==> src/rtl/i2c_tgt_pkg.sv <==
// Shared constants and state types for the I2C target.
// Assumes 8-bit bytes and the 10-bit header tag fixed by the bus protocol.
package i2c_tgt_pkg;
    localparam int BYTE_W   = 8;
    localparam int ADDR10_W = 10;
    localparam logic [4:0] HI_TAG = 5'b11110;

    typedef enum logic [2:0] {
        ST_IDLE,     // no transfer in progress
        ST_RX,       // shifting in a byte
        ST_ACK_OUT,  // ninth clock, target may drive ACK
        ST_TX,       // shifting out a byte (or holding SCL before it)
        ST_ACK_IN,   // ninth clock of a read, master answers
        ST_IGNORE    // not addressed, wait for START or STOP
    } tgt_state_t;

    typedef enum logic [1:0] {
        RX_ADDR1,
        RX_ADDR2,
        RX_DATA
    } rx_kind_t;

    typedef enum logic [1:0] {
        NX_DATA_W,
        NX_ADDR2,
        NX_READ
    } after_ack_t;
endpackage

==> src/rtl/i2c_line_sampler.sv <==
// Resynchronises SCL and SDA through a flop chain and derives SCL edges
// and START/STOP conditions. Assumes both lines idle high, so the chain
// resets to 1. Outputs are single-cycle strobes in the clk domain.
module i2c_line_sampler #(
    parameter int STAGES = 2
) (
    input  logic clk,
    input  logic rst_n,
    input  logic scl_i,
    input  logic sda_i,
    output logic scl_s,
    output logic sda_s,
    output logic scl_rise,
    output logic scl_fall,
    output logic start_det,
    output logic stop_det
);
    localparam int LINES = 2;

    logic [LINES-1:0] raw;
    logic [LINES-1:0] synced;
    logic [LINES-1:0] prev;

    assign raw = {sda_i, scl_i};

    for (genvar g = 0; g < LINES; g++) begin : g_line
        logic [STAGES-1:0] chain;
        // Flop chain for one bus line.
        always_ff @(posedge clk) begin
            if (!rst_n) chain <= '1;
            else        chain <= {chain[STAGES-2:0], raw[g]};
        end
        assign synced[g] = chain[STAGES-1];
    end

    // Previous synchronised levels for edge detection.
    always_ff @(posedge clk) begin
        if (!rst_n) prev <= '1;
        else        prev <= synced;
    end

    assign scl_s     = synced[0];
    assign sda_s     = synced[1];
    assign scl_rise  = synced[0] & ~prev[0];
    assign scl_fall  = ~synced[0] & prev[0];
    assign start_det = synced[0] & prev[0] & ~synced[1] & prev[1];
    assign stop_det  = synced[0] & prev[0] & synced[1] & ~prev[1];
endmodule

==> src/rtl/i2c_rx_holding.sv <==
// Receive buffer behind the shift register. Takes a finished byte when
// empty (with a one-cycle interrupt pulse) and flags overflow when full.
// Assumes deliver_i pulses at most once per received byte.
module i2c_rx_holding #(
    parameter int W = 8
) (
    input  logic         clk,
    input  logic         rst_n,
    input  logic         deliver_i,
    input  logic [W-1:0] byte_i,
    input  logic         pop_i,
    input  logic         ovf_clr_i,
    output logic [W-1:0] data_o,
    output logic         full_o,
    output logic         ovf_o,
    output logic         irq_o
);
    logic take;
    assign take = deliver_i & ~full_o;

    // Buffer contents, occupancy and interrupt pulse.
    always_ff @(posedge clk) begin
        if (!rst_n) begin
            data_o <= '0;
            full_o <= 1'b0;
            irq_o  <= 1'b0;
        end else begin
            irq_o <= take;
            if (take) begin
                data_o <= byte_i;
                full_o <= 1'b1;
            end else if (pop_i) begin
                full_o <= 1'b0;
            end
        end
    end

    // Sticky overflow flag.
    always_ff @(posedge clk) begin
        if (!rst_n)                    ovf_o <= 1'b0;
        else if (deliver_i && full_o)  ovf_o <= 1'b1;
        else if (ovf_clr_i)            ovf_o <= 1'b0;
    end

    AST_IRQ_PULSE: assert property (@(posedge clk) disable iff (!rst_n)
        irq_o |=> !irq_o);
    AST_OVF_DATA_HELD: assert property (@(posedge clk) disable iff (!rst_n)
        (deliver_i && full_o) |=> $stable(data_o));
endmodule

==> src/rtl/i2c_target_port.sv <==
// I2C bus target with 7-bit or 10-bit own address, double-buffered
// receive path and software-released clock hold for reads.
// Assumes open-drain lines: a 1 on a drive-low output pulls the wire low.
// SDA is changed only on detected SCL falls or while this block holds SCL.
module i2c_target_port
    import i2c_tgt_pkg::*;
#(
    parameter int SYNC_STAGES = 2
) (
    input  logic                clk,
    input  logic                rst_n,
    input  logic                scl_i,
    input  logic                sda_i,
    output logic                scl_drive_low_o,
    output logic                sda_drive_low_o,
    input  logic                addr10_i,
    input  logic [ADDR10_W-1:0] own_addr_i,
    input  logic [BYTE_W-1:0]   tx_data_i,
    input  logic                tx_load_i,
    input  logic                clk_release_i,
    output logic                tx_full_o,
    output logic [BYTE_W-1:0]   rx_data_o,
    output logic                rx_full_o,
    input  logic                rx_read_i,
    output logic                rx_irq_o,
    output logic                rx_ovf_o,
    input  logic                rx_ovf_clr_i,
    output logic                selected_o,
    output logic                dir_read_o
);
    localparam int CNT_W = $clog2(BYTE_W + 1);
    localparam logic [CNT_W-1:0] CNT_FULL = CNT_W'(BYTE_W);
    localparam logic [CNT_W-1:0] CNT_LAST = CNT_W'(BYTE_W - 1);

    logic scl_s, sda_s, scl_rise, scl_fall, start_det, stop_det;

    tgt_state_t        state;
    rx_kind_t          kind;
    after_ack_t        after;
    logic [CNT_W-1:0]  bit_cnt;
    logic [BYTE_W-1:0] rx_shift;
    logic [BYTE_W-1:0] tx_shift;
    logic [BYTE_W-1:0] tx_hold;
    logic              stretch;
    logic              sda_drv;
    logic              hi_matched;
    logic              master_ack;

    logic byte_end, deliver, take_release;
    logic match7, hi_ok, lo_ok;

    i2c_line_sampler #(.STAGES(SYNC_STAGES)) sampler_i (
        .clk       (clk),
        .rst_n     (rst_n),
        .scl_i     (scl_i),
        .sda_i     (sda_i),
        .scl_s     (scl_s),
        .sda_s     (sda_s),
        .scl_rise  (scl_rise),
        .scl_fall  (scl_fall),
        .start_det (start_det),
        .stop_det  (stop_det)
    );

    i2c_rx_holding #(.W(BYTE_W)) rxbuf_i (
        .clk       (clk),
        .rst_n     (rst_n),
        .deliver_i (deliver),
        .byte_i    (rx_shift),
        .pop_i     (rx_read_i),
        .ovf_clr_i (rx_ovf_clr_i),
        .data_o    (rx_data_o),
        .full_o    (rx_full_o),
        .ovf_o     (rx_ovf_o),
        .irq_o     (rx_irq_o)
    );

    // Address comparisons on the completed shift register contents.
    assign match7 = rx_shift[BYTE_W-1:1] == own_addr_i[6:0];
    assign hi_ok  = (rx_shift[7:3] == HI_TAG) && (rx_shift[2:1] == own_addr_i[9:8]);
    assign lo_ok  = rx_shift == own_addr_i[7:0];

    assign byte_end     = (state == ST_RX) && scl_fall && (bit_cnt == CNT_FULL);
    assign deliver      = byte_end && (kind == RX_DATA);
    assign take_release = (state == ST_TX) && stretch && clk_release_i && tx_full_o;

    // Transmit holding register and its loaded flag.
    always_ff @(posedge clk) begin
        if (!rst_n) begin
            tx_hold   <= '0;
            tx_full_o <= 1'b0;
        end else if (tx_load_i) begin
            tx_hold   <= tx_data_i;
            tx_full_o <= 1'b1;
        end else if (take_release) begin
            tx_full_o <= 1'b0;
        end
    end

    // Transfer sequencer: addressing, ACK, receive and transmit shifting.
    always_ff @(posedge clk) begin
        if (!rst_n) begin
            state      <= ST_IDLE;
            kind       <= RX_ADDR1;
            after      <= NX_DATA_W;
            bit_cnt    <= '0;
            rx_shift   <= '0;
            tx_shift   <= '0;
            stretch    <= 1'b0;
            sda_drv    <= 1'b0;
            hi_matched <= 1'b0;
            master_ack <= 1'b0;
            selected_o <= 1'b0;
            dir_read_o <= 1'b0;
        end else if (stop_det) begin
            state      <= ST_IDLE;
            stretch    <= 1'b0;
            sda_drv    <= 1'b0;
            hi_matched <= 1'b0;
            selected_o <= 1'b0;
            dir_read_o <= 1'b0;
        end else if (start_det) begin
            state      <= ST_RX;
            kind       <= RX_ADDR1;
            bit_cnt    <= '0;
            stretch    <= 1'b0;
            sda_drv    <= 1'b0;
            selected_o <= 1'b0;
            dir_read_o <= 1'b0;
        end else begin
            unique case (state)
                ST_RX: begin
                    if (scl_rise && bit_cnt != CNT_FULL) begin
                        rx_shift <= {rx_shift[BYTE_W-2:0], sda_s};
                        bit_cnt  <= bit_cnt + 1'b1;
                    end else if (byte_end) begin
                        state <= ST_IGNORE;
                        unique case (kind)
                            RX_ADDR1: begin
                                if (!addr10_i) begin
                                    if (match7) begin
                                        state      <= ST_ACK_OUT;
                                        sda_drv    <= 1'b1;
                                        selected_o <= 1'b1;
                                        dir_read_o <= rx_shift[0];
                                        after      <= rx_shift[0] ? NX_READ : NX_DATA_W;
                                    end
                                end else if (hi_ok && !rx_shift[0]) begin
                                    state   <= ST_ACK_OUT;
                                    sda_drv <= 1'b1;
                                    after   <= NX_ADDR2;
                                end else if (hi_ok && hi_matched) begin
                                    state      <= ST_ACK_OUT;
                                    sda_drv    <= 1'b1;
                                    selected_o <= 1'b1;
                                    dir_read_o <= 1'b1;
                                    after      <= NX_READ;
                                end
                            end
                            RX_ADDR2: begin
                                hi_matched <= lo_ok;
                                if (lo_ok) begin
                                    state      <= ST_ACK_OUT;
                                    sda_drv    <= 1'b1;
                                    selected_o <= 1'b1;
                                    dir_read_o <= 1'b0;
                                    after      <= NX_DATA_W;
                                end
                            end
                            default: begin
                                if (!rx_full_o) begin
                                    state   <= ST_ACK_OUT;
                                    sda_drv <= 1'b1;
                                    after   <= NX_DATA_W;
                                end
                            end
                        endcase
                    end
                end
                ST_ACK_OUT: begin
                    if (scl_fall) begin
                        sda_drv <= 1'b0;
                        bit_cnt <= '0;
                        unique case (after)
                            NX_ADDR2: begin state <= ST_RX; kind <= RX_ADDR2; end
                            NX_READ:  begin state <= ST_TX; stretch <= 1'b1; end
                            default:  begin state <= ST_RX; kind <= RX_DATA; end
                        endcase
                    end
                end
                ST_TX: begin
                    if (stretch) begin
                        if (take_release) begin
                            stretch  <= 1'b0;
                            tx_shift <= tx_hold;
                            sda_drv  <= ~tx_hold[BYTE_W-1];
                            bit_cnt  <= '0;
                        end
                    end else if (scl_fall) begin
                        if (bit_cnt == CNT_LAST) begin
                            sda_drv <= 1'b0;
                            state   <= ST_ACK_IN;
                        end else begin
                            sda_drv  <= ~tx_shift[BYTE_W-2];
                            tx_shift <= tx_shift << 1;
                            bit_cnt  <= bit_cnt + 1'b1;
                        end
                    end
                end
                ST_ACK_IN: begin
                    if (scl_rise) begin
                        master_ack <= ~sda_s;
                    end else if (scl_fall) begin
                        if (master_ack) begin
                            state   <= ST_TX;
                            stretch <= 1'b1;
                        end else begin
                            state <= ST_IGNORE;
                        end
                    end
                end
                default: ;
            endcase
        end
    end

    assign scl_drive_low_o = stretch;
    assign sda_drive_low_o = sda_drv;

    AST_NACK_ON_OVF: assert property (@(posedge clk) disable iff (!rst_n)
        $rose(rx_ovf_o) |-> !sda_drive_low_o);
    AST_HOLD_NEEDS_TX: assert property (@(posedge clk) disable iff (!rst_n)
        $fell(scl_drive_low_o) |-> ($past(clk_release_i && tx_full_o) || $past(start_det || stop_det)));
    AST_SDA_MOVES_SCL_LOW: assert property (@(posedge clk) disable iff (!rst_n)
        (scl_s && $past(scl_s)) |-> $stable(sda_drive_low_o));
    AST_IRQ_ONLY_SELECTED: assert property (@(posedge clk) disable iff (!rst_n)
        rx_irq_o |-> $past(selected_o));
endmodule

==> config.mk <==
export PLATFORM = sky130hd
export DESIGN_NAME = i2c_target_port
export DESIGN_NICKNAME = d
export VERILOG_FILES = /design/src/rtl/i2c_tgt_pkg.sv /design/src/rtl/i2c_line_sampler.sv /design/src/rtl/i2c_rx_holding.sv /design/src/rtl/i2c_target_port.sv
export SDC_FILE = /design/constraint.sdc
export NUM_CORES = 1
export LEC_CHECK = 0
export CORE_MARGIN = 5
export CORE_UTILIZATION = 46
export CTS_CLUSTER_DIAMETER = 30
export DETAILED_ROUTE_END_ITERATION = 8
export PLACE_DENSITY = 0.7
export SETUP_SLACK_MARGIN = 0.5
export SLEW_MARGIN = 20
export SYNTH_ARGS = -nofsm -noshare
export SYNTH_HDL_FRONTEND = slang
export SYNTH_SLANG_ARGS = --single-unit
==> constraint.sdc <==
create_clock -name clk -period 5.84 [get_ports clk]
set_input_delay 1.168 -clock clk [delete_from_list [all_inputs] [get_ports clk]]
set_output_delay 1.168 -clock clk [all_outputs]
set_load 0.005 [all_outputs]
==> results.yml <==
status:
  status: "finished clean"
yosys:
  async_reset_ff_share_pct: 0
  synth_edf_count: 0
  synthTopCellsByArea: "dfxtp_1 40%, mux2i_1 11%, nor2_1 6.3%"
  ys.warnings.count: 0
  netlist_instances: 323
  syn_area_um2: 2875
  yosysTopAreaCell: "dfxtp_1"
  synthFlopType: "dfxtp_1"
  syn-mean-instance-area_um2: 8.902
  yosysUniqueCellTypes: 54
  synth_top_area_share_pct: 40.38
  synth_nets: 352
  ys_seq_elements: 58
  ys_seq_area_share_pct: 40.38
run:
  cap_violations: 0
layout:
  mostFrequentLayoutCells: "58 x dfxtp_1, 48 x nor2_1, 42 x clkdlybuf4s50_1"
  drive_above_1_share_pct: 7.438
  n_antenna_cell: 0
  syn_to_final_growth_pct: 22.24
  final_util_pct: 58.67
  final_common_cell: "dfxtp_1"
  fin_nets: 389
clock_tree:
  h-tree-depth: 3
  post_cts_buffers: 0
  cts_hold_buf: 0
  clk_path_buf_depth: 2
  cts_tree: "built"
  clk_latency_ps: 340
  clock_sinks: 58
  cts_buffers: 9
  ctsResizeCount: 0
  clkTransAtPathRegs_ps: 60
  cts-root-buf: "clkbuf_8"
timing:
  finalMaxSlewViolations: 0
  relSlewSlack_pct: 27.62
  finalClockSkew_ps: 6.875
  fmax_mhz: 335.0
  fin_crit_sh_pct: 51.12
  rsz0062_at_grt: "no"
  hold_viol: 0
  min_period_ps: 2986
  worstMarginPinSlew_ps: 1083
  timing.setup.tns_ps: 0
  setup_violations: 0
detailed_routing:
  drt-total-wl_um: 6483
  vias_per_cell: 5.466
  route.detailed.drc: 0
  ant_nets: 0
  drt_first_pass_iters: 4
  drt_iter0_markers: 91
  wl_per_cell_um: 14.80
  dr_total_vias: 2394
grt:
  globalRoute.totalOverflow: 0
  globalRouteMet1Util_pct: 21.80
  grtUsageTotal_pct: 17.32
  antenna_found_initial: 0
  grt_pass1_vias: 2266
  grt_max_degree: 38
  grt_pass1_wl_um: 10610
  grt-busiest-layer: "met2"
  use_met2_pct: 28.41
  grt_use_met3_pct: 5.530
critical_path:
  crit_type: "in2reg"
  cp_slowest_stage_delay_ps: 830
  rrSetupSlack_ps: 3190
  start_kind: "input port"
  endpoint_kind: "flop"
  cp.arrival_ps: 3240
  crit_path_top_delay_cell: "clkdlybuf4s50_1"
  worst-path-max-fanout: 16
  cp_data_required_time_ps: 6090
  crit_chain: "clkdlybuf4s50_1, inv_1, nor2_1, nand2_1, mux2_2, o221ai_1"
floorplan:
  core_area_um2: 5991
  start_util_pct: 47.99
  io_pins: 43
  rows: 28
  dieHeight_um: 89.06
  die_width_um: 89.06
  die_area_um2: 7932
worst_hold_path:
  hold_path.class: "reg2reg"
place:
  place_congestion: 0.8475
  post-dp-hpwl_um: 4527
  port_buffers: 42
pwr:
  power_per_cell_area_nw_per_um2: 238.2
  vdd_drop_max_v: 0.0001934
  leakage_uw: 0.001305
final cells by class:
class | instances | area [µm²]
fillers | 521 | 2476
multi-input cells | 238 | 1603
flip-flops and latches | 58 | 1161
repair buffers | 43 | 427.9
clock buffers | 11 | 151.4
well taps | 75 | 93.84
clock inverters | 3 | 40.04
inverters | 10 | 37.54
sequential cells by signal (all words and copies together), names as in the netlist, 2 cells and up:
signal and count:
sampler_i.prev 2, bit_cnt 4, sampler_i.g_line.chain 4, kind 2, tx_shift 7, rxbuf_i.data_o 8
state 3, rx_shift 8, tx_hold 8, after 2
path summary, 6_finish.rpt:
kind                                              startpoint                            to  cells past startpoint
worst max-delay path                                   rst_n                       kind[1]                      6
worst min-delay path            sampler_i.g_line[0].chain[0]  sampler_i.g_line[0].chain[1]                      1
worst min register to register  sampler_i.g_line[0].chain[0]  sampler_i.g_line[0].chain[1]                      1
worst max register to register                      state[1]                   tx_shift[1]                      5
stage by stage:
step | power, µW | instances | area [µm²] | setup WS, ps | hold WS [ps]
after floorplan | 451.7 | 323 | 2875 | 3299 | 386.3
after global placement | 481.4 | 424 | 3321 | 2562 | 398.0
after detailed placement | 482.4 | 424 | 3321 | 2481 | 401.5
after CTS | 844.6 | 438 | 3512 | 2828 | 420.3
after global routing | 869.4 | 438 | 3515 | 2621 | 426.0
final | 837.0 | 438 | 3515 | 2854 | 415.0
layer usage:
| metal | vias to the layer above | share of wire, % |
|---|---|---|
| met3 | 11 | 7.2 |
| li1 | 1214 | - |
| met5 | - | 0 |
| met1 | 1087 | 47 |
| met4 | 0 | 1.7 |
| met2 | 82 | 45 |
report_power, final:
part / total, µW / internal, µW / switching (µW)
logic: 65.4 / 34.1 / 31.3
registers: 408 / 403 / 5.97
clock network: 363 / 214 / 149
total: 837 / 650 / 187
synth_stat cells (2+ instances only):
master,instances
inv_1,10
dfxtp_1,58
or4_1,2
nand3_1,9
nor2b_1,10
a21oi_1,11
a311oi_1,2
xnor2_1,15
a221oi_2,2
and3b_1,2
o221a_2,2
ha_1,2
a211oi_1,7
nand3b_1,2
nand2b_1,11
buf_1,2
xor2_1,4
nor3_1,6
nand2_1,18
clkbuf_1,7
nand4_1,7
buf_2,7
o21ai_0,14
mux2i_1,33
nor3b_1,3
o21a_1,2
nor2_1,48
kinds of logic (layout without fill, tap and decap cells):
| logic type | after synthesis | count (layout) | share of synthesized area, % |
|---|---|---|---|
| and+or+nand+nor | 128 | 128 | 23.11 |
| DFF | 58 | 58 | 40.38 |
| muxes | 34 | 34 | 11.88 |
| adders and majority gates | 2 | 2 | 0.8702 |
| AOI/OAI and AO/OA | 55 | 55 | 14.01 |
| xor gates and xnor gates | 19 | 19 | 5.788 |
| buffers and inverters | 27 | 67 | 3.960 |
critical path, delay by kind of cell:
family / cells / cell delay (ps)
buffers and inverters: 2 / 1070
and+or+nand+nor: 2 / 560
muxes: 1 / 270
AOI/OAI and AO/OA: 1 / 160
(Power assumes the default switching activity.)
